**config.mk**
```make
export PLATFORM = sky130hd
export DESIGN_NAME = dmac_regfile
export DESIGN_NICKNAME = d
export VERILOG_FILES = /design/src/rtl/dmac_regs_pkg.sv /design/src/rtl/dmac_chan_ctl.sv /design/src/rtl/dmac_desc_bank.sv /design/src/rtl/dmac_regfile.sv
export SDC_FILE = /design/constraint.sdc
export NUM_CORES = 2
export LEC_CHECK = 0
export BUFFER_PORTS_ARGS = -buffer_cell sky130_fd_sc_hd__buf_2
export CORE_AREA = 2 2 447 449
export CTS_CLUSTER_DIAMETER = 30
export DETAILED_ROUTE_END_ITERATION = 6
export DIE_AREA = 0 0 449 451
export PLACE_DENSITY_LB_ADDON = 0.12
export SYNTH_ARGS = -nofsm -noshare
export SYNTH_HDL_FRONTEND = slang
export SYNTH_SLANG_ARGS = --single-unit
```
**constraint.sdc**
```tcl
create_clock -name clk -period 4.8 [get_ports clk]
set_clock_uncertainty 0.15 [all_clocks]
set_input_delay 0.72 -clock clk [delete_from_list [all_inputs] [get_ports clk]]
set_output_delay 0.72 -clock clk [all_outputs]
set_load 0.05 [all_outputs]
```
**src/rtl/dmac_regs_pkg.sv**
```systemverilog
// Shared offsets and codes for the DMA channel register file.
// Assumes a byte-addressed 32-bit word bus.
package dmac_regs_pkg;
    localparam int OFS_CTL0    = 'h00;
    localparam int OFS_CTL1    = 'h04;
    localparam int OFS_CTL2    = 'h08;
    localparam int OFS_STS0    = 'h10;
    localparam int DESC_BASE   = 'h20;
    localparam int DESC_STRIDE = 16;
    localparam int START_LSB   = 8;
    localparam int ERR_LSB     = 8;
    localparam int STATE_LSB   = 16;

    typedef enum logic [1:0] {
        CH_IDLE  = 2'd0,
        CH_FETCH = 2'd1,
        CH_WAIT  = 2'd2,
        CH_MOVE  = 2'd3
    } ch_state_e;
endpackage

```
**src/rtl/dmac_chan_ctl.sv**
```systemverilog
// Control and status flops of one DMA channel: mode, direction, interrupt
// enable, start pulse, event and error flags.
// Assumes the parent decodes the bus and hands over this channel's bits.
module dmac_chan_ctl
    import dmac_regs_pkg::*;
(
    input  logic       clk,
    input  logic       rst_n,
    input  logic       ctl0_we,
    input  logic [2:0] ctl0_fld,
    input  logic       ctl2_we,
    input  logic       ien_bit,
    input  logic       start_bit,
    input  logic       sts_we,
    input  logic       clr_irq,
    input  logic       clr_err,
    input  logic       ev_done,
    input  logic       ev_err,
    input  logic [1:0] state,
    output logic [1:0] mode,
    output logic       dir,
    output logic       ien,
    output logic       start,
    output logic       irq_flag,
    output logic       err_flag
);
    // Mode and direction follow writes to control word 0.
    always_ff @(posedge clk) begin
        if (!rst_n) begin
            mode <= 2'b00;
            dir  <= 1'b0;
        end else if (ctl0_we) begin
            mode <= ctl0_fld[1:0];
            dir  <= ctl0_fld[2];
        end
    end

    // Interrupt enable follows writes to control word 2.
    always_ff @(posedge clk) begin
        if (!rst_n)       ien <= 1'b0;
        else if (ctl2_we) ien <= ien_bit;
    end

    // Start request becomes a one-cycle pulse, only from the idle state.
    always_ff @(posedge clk) begin
        if (!rst_n) start <= 1'b0;
        else        start <= ctl2_we && start_bit && (state == CH_IDLE);
    end

    // Event flags: write-one-to-clear, a new event wins over a clear.
    always_ff @(posedge clk) begin
        if (!rst_n) begin
            irq_flag <= 1'b0;
            err_flag <= 1'b0;
        end else begin
            irq_flag <= (irq_flag && !(sts_we && clr_irq)) || ev_done || ev_err;
            err_flag <= (err_flag && !(sts_we && clr_err)) || ev_err;
        end
    end

    AST_START_FROM_WRITE: assert property (@(posedge clk) disable iff (!rst_n)
        start |-> $past(ctl2_we && start_bit));
    AST_START_ONLY_IDLE: assert property (@(posedge clk) disable iff (!rst_n)
        start |-> $past(state) == CH_IDLE);
    AST_ERR_SETS_BOTH: assert property (@(posedge clk) disable iff (!rst_n)
        ev_err |=> (irq_flag && err_flag));
    AST_CLEAR_TAKES: assert property (@(posedge clk) disable iff (!rst_n)
        (sts_we && clr_irq && !ev_done && !ev_err) |=> !irq_flag);
    AST_MODE_HOLDS: assert property (@(posedge clk) disable iff (!rst_n)
        !ctl0_we |=> $stable({dir, mode}));
endmodule

```
**src/rtl/dmac_desc_bank.sv**
```systemverilog
// Descriptor storage: four 32-bit words per channel, written from the bus
// and driven continuously to the channel engines.
// Assumes the parent qualifies the write strobe with the address range.
module dmac_desc_bank #(
    parameter int NUM_CH = 8,
    parameter int CH_W   = 3
) (
    input  logic                 clk,
    input  logic                 rst_n,
    input  logic                 we,
    input  logic [CH_W-1:0]      ch,
    input  logic [1:0]           word,
    input  logic [31:0]          wdata,
    output logic [31:0]          rdata,
    output logic [32*NUM_CH-1:0] dev_o,
    output logic [32*NUM_CH-1:0] mem_o,
    output logic [32*NUM_CH-1:0] size_o,
    output logic [32*NUM_CH-1:0] next_o
);
    logic [31:0] slot [NUM_CH][4];

    // Store one descriptor word per write.
    always_ff @(posedge clk) begin
        if (!rst_n) begin
            for (int c = 0; c < NUM_CH; c++)
                for (int w = 0; w < 4; w++)
                    slot[c][w] <= '0;
        end else if (we) begin
            slot[ch][word] <= wdata;
        end
    end

    assign rdata = slot[ch][word];

    for (genvar c = 0; c < NUM_CH; c++) begin : g_out
        assign dev_o[32*c +: 32]  = slot[c][0];
        assign mem_o[32*c +: 32]  = slot[c][1];
        assign size_o[32*c +: 32] = slot[c][2];
        assign next_o[32*c +: 32] = slot[c][3];

        AST_DEV_WORD_LANDS: assert property (@(posedge clk) disable iff (!rst_n)
            (we && ch == CH_W'(c) && word == 2'd0) |=> dev_o[32*c +: 32] == $past(wdata));
        AST_NEXT_WORD_LANDS: assert property (@(posedge clk) disable iff (!rst_n)
            (we && ch == CH_W'(c) && word == 2'd3) |=> next_o[32*c +: 32] == $past(wdata));
    end
endmodule

```
**src/rtl/dmac_regfile.sv**
```systemverilog
// Register file of a four- or eight-channel DMA controller: address decode,
// read multiplexer, per-channel control instances and descriptor storage.
// Assumes full-word accesses; address bits [1:0] are ignored.
module dmac_regfile
    import dmac_regs_pkg::*;
#(
    parameter int NUM_CH = 8,
    parameter int ADDR_W = 8
) (
    input  logic                 clk,
    input  logic                 rst_n,
    input  logic                 bus_we_i,
    input  logic [ADDR_W-1:0]    bus_addr_i,
    input  logic [31:0]          bus_wdata_i,
    output logic [31:0]          bus_rdata_o,
    input  logic [NUM_CH-1:0]    ev_done_i,
    input  logic [NUM_CH-1:0]    ev_err_i,
    input  logic [2*NUM_CH-1:0]  state_i,
    output logic [NUM_CH-1:0]    start_o,
    output logic [2*NUM_CH-1:0]  mode_o,
    output logic [NUM_CH-1:0]    dir_o,
    output logic                 irq_o,
    output logic [32*NUM_CH-1:0] desc_dev_o,
    output logic [32*NUM_CH-1:0] desc_mem_o,
    output logic [32*NUM_CH-1:0] desc_size_o,
    output logic [32*NUM_CH-1:0] desc_next_o
);
    localparam int CH_W     = $clog2(NUM_CH);
    localparam int DESC_END = DESC_BASE + DESC_STRIDE * NUM_CH;

    initial begin
        AST_CH_COUNT: assert (NUM_CH == 4 || NUM_CH == 8);
        AST_MAP_FITS: assert (DESC_END <= (1 << ADDR_W));
    end

    logic [ADDR_W-1:0] word_addr;
    logic [ADDR_W-1:0] desc_off;
    logic              wr_ctl0, wr_ctl1, wr_ctl2, wr_sts0, in_desc;
    logic [31:0]       ctl1_q;
    logic [31:0]       desc_rdata;
    logic [NUM_CH-1:0] ien_v, irq_v, err_v;
    logic [31:0]       ctl0_rd, ctl2_rd, sts0_rd;

    assign word_addr = {bus_addr_i[ADDR_W-1:2], 2'b00};
    assign wr_ctl0   = bus_we_i && word_addr == ADDR_W'(OFS_CTL0);
    assign wr_ctl1   = bus_we_i && word_addr == ADDR_W'(OFS_CTL1);
    assign wr_ctl2   = bus_we_i && word_addr == ADDR_W'(OFS_CTL2);
    assign wr_sts0   = bus_we_i && word_addr == ADDR_W'(OFS_STS0);
    assign in_desc   = word_addr >= ADDR_W'(DESC_BASE) && word_addr < ADDR_W'(DESC_END);
    assign desc_off  = word_addr - ADDR_W'(DESC_BASE);

    // Control word 1 is a plain held word.
    always_ff @(posedge clk) begin
        if (!rst_n)       ctl1_q <= '0;
        else if (wr_ctl1) ctl1_q <= bus_wdata_i;
    end

    for (genvar c = 0; c < NUM_CH; c++) begin : g_ch
        dmac_chan_ctl u_ctl (
            .clk       (clk),
            .rst_n     (rst_n),
            .ctl0_we   (wr_ctl0),
            .ctl0_fld  (bus_wdata_i[4*c +: 3]),
            .ctl2_we   (wr_ctl2),
            .ien_bit   (bus_wdata_i[c]),
            .start_bit (bus_wdata_i[START_LSB + c]),
            .sts_we    (wr_sts0),
            .clr_irq   (bus_wdata_i[c]),
            .clr_err   (bus_wdata_i[ERR_LSB + c]),
            .ev_done   (ev_done_i[c]),
            .ev_err    (ev_err_i[c]),
            .state     (state_i[2*c +: 2]),
            .mode      (mode_o[2*c +: 2]),
            .dir       (dir_o[c]),
            .ien       (ien_v[c]),
            .start     (start_o[c]),
            .irq_flag  (irq_v[c]),
            .err_flag  (err_v[c])
        );
    end

    dmac_desc_bank #(.NUM_CH(NUM_CH), .CH_W(CH_W)) u_desc (
        .clk    (clk),
        .rst_n  (rst_n),
        .we     (bus_we_i && in_desc),
        .ch     (desc_off[4 +: CH_W]),
        .word   (desc_off[3:2]),
        .wdata  (bus_wdata_i),
        .rdata  (desc_rdata),
        .dev_o  (desc_dev_o),
        .mem_o  (desc_mem_o),
        .size_o (desc_size_o),
        .next_o (desc_next_o)
    );

    // Assemble the packed control and status words from channel bits.
    always_comb begin
        ctl0_rd = '0;
        ctl2_rd = '0;
        sts0_rd = '0;
        for (int c = 0; c < NUM_CH; c++) begin
            ctl0_rd[4*c +: 3]             = {dir_o[c], mode_o[2*c +: 2]};
            ctl2_rd[c]                    = ien_v[c];
            ctl2_rd[START_LSB + c]        = start_o[c];
            sts0_rd[c]                    = irq_v[c];
            sts0_rd[ERR_LSB + c]          = err_v[c];
            sts0_rd[STATE_LSB + 2*c +: 2] = state_i[2*c +: 2];
        end
    end

    // Select the addressed word; unmapped offsets return zero.
    always_comb begin
        if (word_addr == ADDR_W'(OFS_CTL0))      bus_rdata_o = ctl0_rd;
        else if (word_addr == ADDR_W'(OFS_CTL1)) bus_rdata_o = ctl1_q;
        else if (word_addr == ADDR_W'(OFS_CTL2)) bus_rdata_o = ctl2_rd;
        else if (word_addr == ADDR_W'(OFS_STS0)) bus_rdata_o = sts0_rd;
        else if (in_desc)                        bus_rdata_o = desc_rdata;
        else                                     bus_rdata_o = '0;
    end

    assign irq_o = |(irq_v & ien_v);

    AST_IRQ_AFTER_EVENT: assert property (@(posedge clk) disable iff (!rst_n)
        (|(ev_done_i & ien_v) && !wr_ctl2) |=> irq_o);
    AST_NO_START_UNASKED: assert property (@(posedge clk) disable iff (!rst_n)
        !wr_ctl2 |=> start_o == '0);
endmodule

```
==> results.sh <==
export IMPL_seq_area_frac_synth_pct=63.56
export IMPL_fin_nets=5153
export IMPL_gp_congestion=0.8913
export IMPL_coreArea_mm2=0.1982
export IMPL_tightestPinTransition_ns=1.265
export IMPL_yosysWarnings=0
export IMPL_numPortBuffers=1161
export IMPL_fillers=19267
export IMPL_maxCapViolations=0
export IMPL_ys_types=71
export IMPL_initial_utilization_pct=25.80
export IMPL_regToRegStartpoint="g_ch[4].u_ctl.irq_flag"
export IMPL_drt_pass1_iterations=7
export IMPL_start_kind="input pin"
export IMPL_grt_max_degree=80
export IMPL_first_iter_violations=4869
export IMPL_holdWs_ns=0.1573
export IMPL_synth_edf_count=1024
export IMPL_io_pins=1164
export IMPL_cts_sinks=1112
export IMPL_outcome="finished with violations"
export IMPL_grt_pass1_wl_mm=405.7
export IMPL_path_class="input pin to output port"
export IMPL_grt_ovfl_total=0
export IMPL_fin_crit_sh_pct=98.69
export IMPL_crit_path_end_kind="output port"
export IMPL_wl_per_cell_um=39.44
export IMPL_cts_tree="yes"
export IMPL_p_leak_uw=0.02890
export IMPL_power_total_uw=38830
export IMPL_drive_gt1_share_pct=41.67
export IMPL_drc_errors=2
export IMPL_vias=40503
export IMPL_hold_class="input pin to flip-flop"
export IMPL_clk_pin_slew_worst_paths_ns=0.04
export IMPL_syn_area_mm2=0.05115
export IMPL_synth_top_flop_cell="edfxtp_1"
export IMPL_postLayoutSetupSlackWorst_ns=0.06298
export IMPL_tns_ns=0
export IMPL_areaGrowthSynthToFinish_pct=44.55
export IMPL_antenna_left=0
export IMPL_crit_arrival_ns=3.87
export IMPL_cp_required_ns=3.93
export IMPL_p_per_area_mw_per_mm2=525.2
export IMPL_cts_buffers=354
export IMPL_max_slew_margin_rel_pct=15.47
export IMPL_wl_mm=316.3
export IMPL_grt_use_total_pct=30.32
export IMPL_vias_per_cell=5.050
export IMPL_clock_latency_ns=0.93
export IMPL_dp_hpwl_mm=232.1
export IMPL_rsz0062_at_grt="false"
export IMPL_timing_final_hold_violations=0
export IMPL_ir_worst_vdd_mv=0.3813
export IMPL_min_to="g_ch[7].u_ctl.ien"
export IMPL_crit_fanout=50
export IMPL_setup_violations_final=0
export IMPL_antenna_found_initial=49
export IMPL_worstHoldPathCells=3
export IMPL_grt_pass1_vias=39991
export IMPL_reg2regPathDepth=3
export IMPL_htree_levels=5
export IMPL_die_w_um=449
export IMPL_worstHoldStart="bus_we_i"
export IMPL_cts_root_buf="clkbuf_16"
export IMPL_fp_dieArea_mm2=0.2025
export IMPL_num_rows=164
export IMPL_die_h_um=451
export IMPL_failed_checks="design-rule violations"
export IMPL_min_period_ns=4.737
export IMPL_cts_buffer_depth=4
export IMPL_postCtsSetupBuffers=0
export IMPL_reg2reg_setup_slack_ns=3.18
export IMPL_syn_inst=3618
export IMPL_dpl_worst_slack_ns=0.03545
export IMPL_utilization_pct=37.30
export IMPL_report_final_slew_viol_count=0
export IMPL_synth_fp_nets=3697
export IMPL_fmax_mhz=211.1
export IMPL_async_reset_ff_share_pct=0
export IMPL_avgSynthCellArea_um2=14.14
export IMPL_ys_ff_latch=1112
export IMPL_reg2reg_to="g_ch[4].u_ctl.irq_flag"
==> area by class of cell <==
cell class / instances / area, µm² / share of cell area [%]
Tap cell: 2656 / 3323 / 4.495
Antenna cell: 19 / 47.55 / 0.06430
Multi-Input combinational cell: 2140 / 17530 / 23.70
Inverter: 4 / 15.01 / 0.02031
Clock inverter: 196 / 2016 / 2.726
Timing Repair Buffer: 1462 / 9236 / 12.49
Sequential cell: 1112 / 32510 / 43.97
Clock buffer: 431 / 9263 / 12.53
==> power breakdown <==
group          total [µW]  internal [µW]  switching, µW
registers           11500          11100            397
clock network       22200          15600           6550
logic                5170           1190           3980
total               38800          27900          10900
==> state kept, by name, indices dropped and copies added (netlist names) <==
register and count:
g_ch.u_ctl.start 8, g_ch.u_ctl.dir 8, g_ch.u_ctl.mode 16, g_ch.u_ctl.ien 8, ctl1_q 32, u_desc.slot 1024, g_ch.u_ctl.irq_flag 8, g_ch.u_ctl.err_flag 8
==> cells by family after synthesis <==
family          share of synthesized area [%]
simple gates                            15.92
flops                                   63.56
compound gates                          5.756
buf+inv                                 3.515
mux                                     11.10
fa+ha+maj                             0.09785
xor+xnor                              0.04894
==> what timing repair did <==
| item | in CTS | in global routing |
|---|---|---|
| endpoints found under the hold margin | 25 | 0 |
| resized for setup | 0 | 1 |
| hold buffers | 39 | 0 |
| endpoints found under the setup margin | 0 | 1 |
==> stage by stage <==
stage,instances,area [µm²]
floorplan,3618,51150
global placement,7335,62220
detailed placement,7335,62220
CTS,8001,73890
global route,8003,73900
finish,8020,73940
==> cells in the final DEF, fill, tap and decap left out, drive strengths merged, types with 8 or more instances in the layout <==
cell type    instances
nor4b                8
bufinv              41
a221o                8
dlygate4sd3         39
nor3                 8
and2              1029
clkbuf             431
nor2b               18
clkinvlp            14
o22ai               25
nand2              196
o21ai               71
nand2b               9
o31a                 8
a21oi               49
clkinv             137
a221oi              38
mux2                21
a31oi               16
diode               19
dfxtp               88
mux4               191
nor2                84
edfxtp            1024
nand3               26
a222oi              13
a22o                13
a21boi              72
inv                  8
a22oi               59
buf               1423
mux2i              114
and3                 9
==> critical path, cell delays in order <==
cell and delay, ns:
buf_8 0.10, buf_12 0.21, buf_12 0.33, mux2i_1 0.79, o32a_1 0.28, o221ai_1 0.11
a222oi_1 0.36, and3_1 0.33, buf_12 0.15, o21ai_1 0.11, buf_12 0.19
==> how the worst max path moves through the flow <==
stage                   from                 end  slack (ns)  cells past startpoint
2_1_floorplan  bus_addr_i[5]  u_desc.slot[2][32]        0.12                      8
3_3_place_gp   bus_addr_i[4]     bus_rdata_o[15]        0.02                      9
3_5_place_dp   bus_addr_i[5]     bus_rdata_o[15]        0.04                     10
4_1_cts        bus_addr_i[5]     bus_rdata_o[15]        0.04                     10
5_1_grt        bus_addr_i[4]     bus_rdata_o[12]        0.07                     10
6_report       bus_addr_i[5]     bus_rdata_o[18]        0.06                     11
==> layer usage <==
| metal | up-vias | routed length (µm) | GRT usage (%) |
|---|---|---|---|
| met5 | - | 48 | 0 |
| met4 | 8 | 14640 | 13.27 |
| met3 | 514 | 23840 | 6.730 |
| met2 | 2440 | 147000 | 48.19 |
| met1 | 21181 | 130800 | 39.61 |
| li1 | 16360 | - | - |
==> cell usage after synthesis, types with 3 or more instances <==
cell | count | area share (%)
a211oi_2 | 3 | 0.073
a21boi_0 | 6 | 0.088
a21boi_1 | 66 | 0.97
a21oi_1 | 49 | 0.48
a221o_1 | 8 | 0.16
a221oi_1 | 33 | 0.57
a221oi_2 | 5 | 0.15
a222oi_1 | 13 | 0.25
a22o_1 | 13 | 0.22
a22oi_1 | 59 | 0.87
a31oi_1 | 16 | 0.20
and2_1 | 1029 | 13
and3_1 | 9 | 0.11
buf_1 | 4 | 0.029
buf_2 | 57 | 0.56
buf_4 | 45 | 0.66
buf_6 | 22 | 0.48
clkbuf_1 | 227 | 1.7
clkbuf_2 | 6 | 0.059
dfxtp_1 | 88 | 3.4
edfxtp_1 | 1024 | 60
ha_1 | 4 | 0.098
mux2_2 | 20 | 0.44
mux2i_1 | 114 | 2.2
mux4_2 | 191 | 8.4
nand2_1 | 192 | 1.4
nand2_2 | 4 | 0.049
nand2b_1 | 9 | 0.11
nand3_1 | 25 | 0.24
nor2_1 | 78 | 0.57
nor2_2 | 6 | 0.073
nor2b_1 | 18 | 0.22
nor3_1 | 7 | 0.068
nor4b_2 | 8 | 0.23
o211a_1 | 3 | 0.059
o21ai_0 | 50 | 0.49
o21ai_1 | 21 | 0.21
o221ai_1 | 5 | 0.086
o22a_1 | 4 | 0.068
o22ai_1 | 25 | 0.31
o31a_1 | 8 | 0.14
o31ai_1 | 3 | 0.044
o32a_1 | 3 | 0.059
Note: power is estimated with default switching activity, not from simulation.
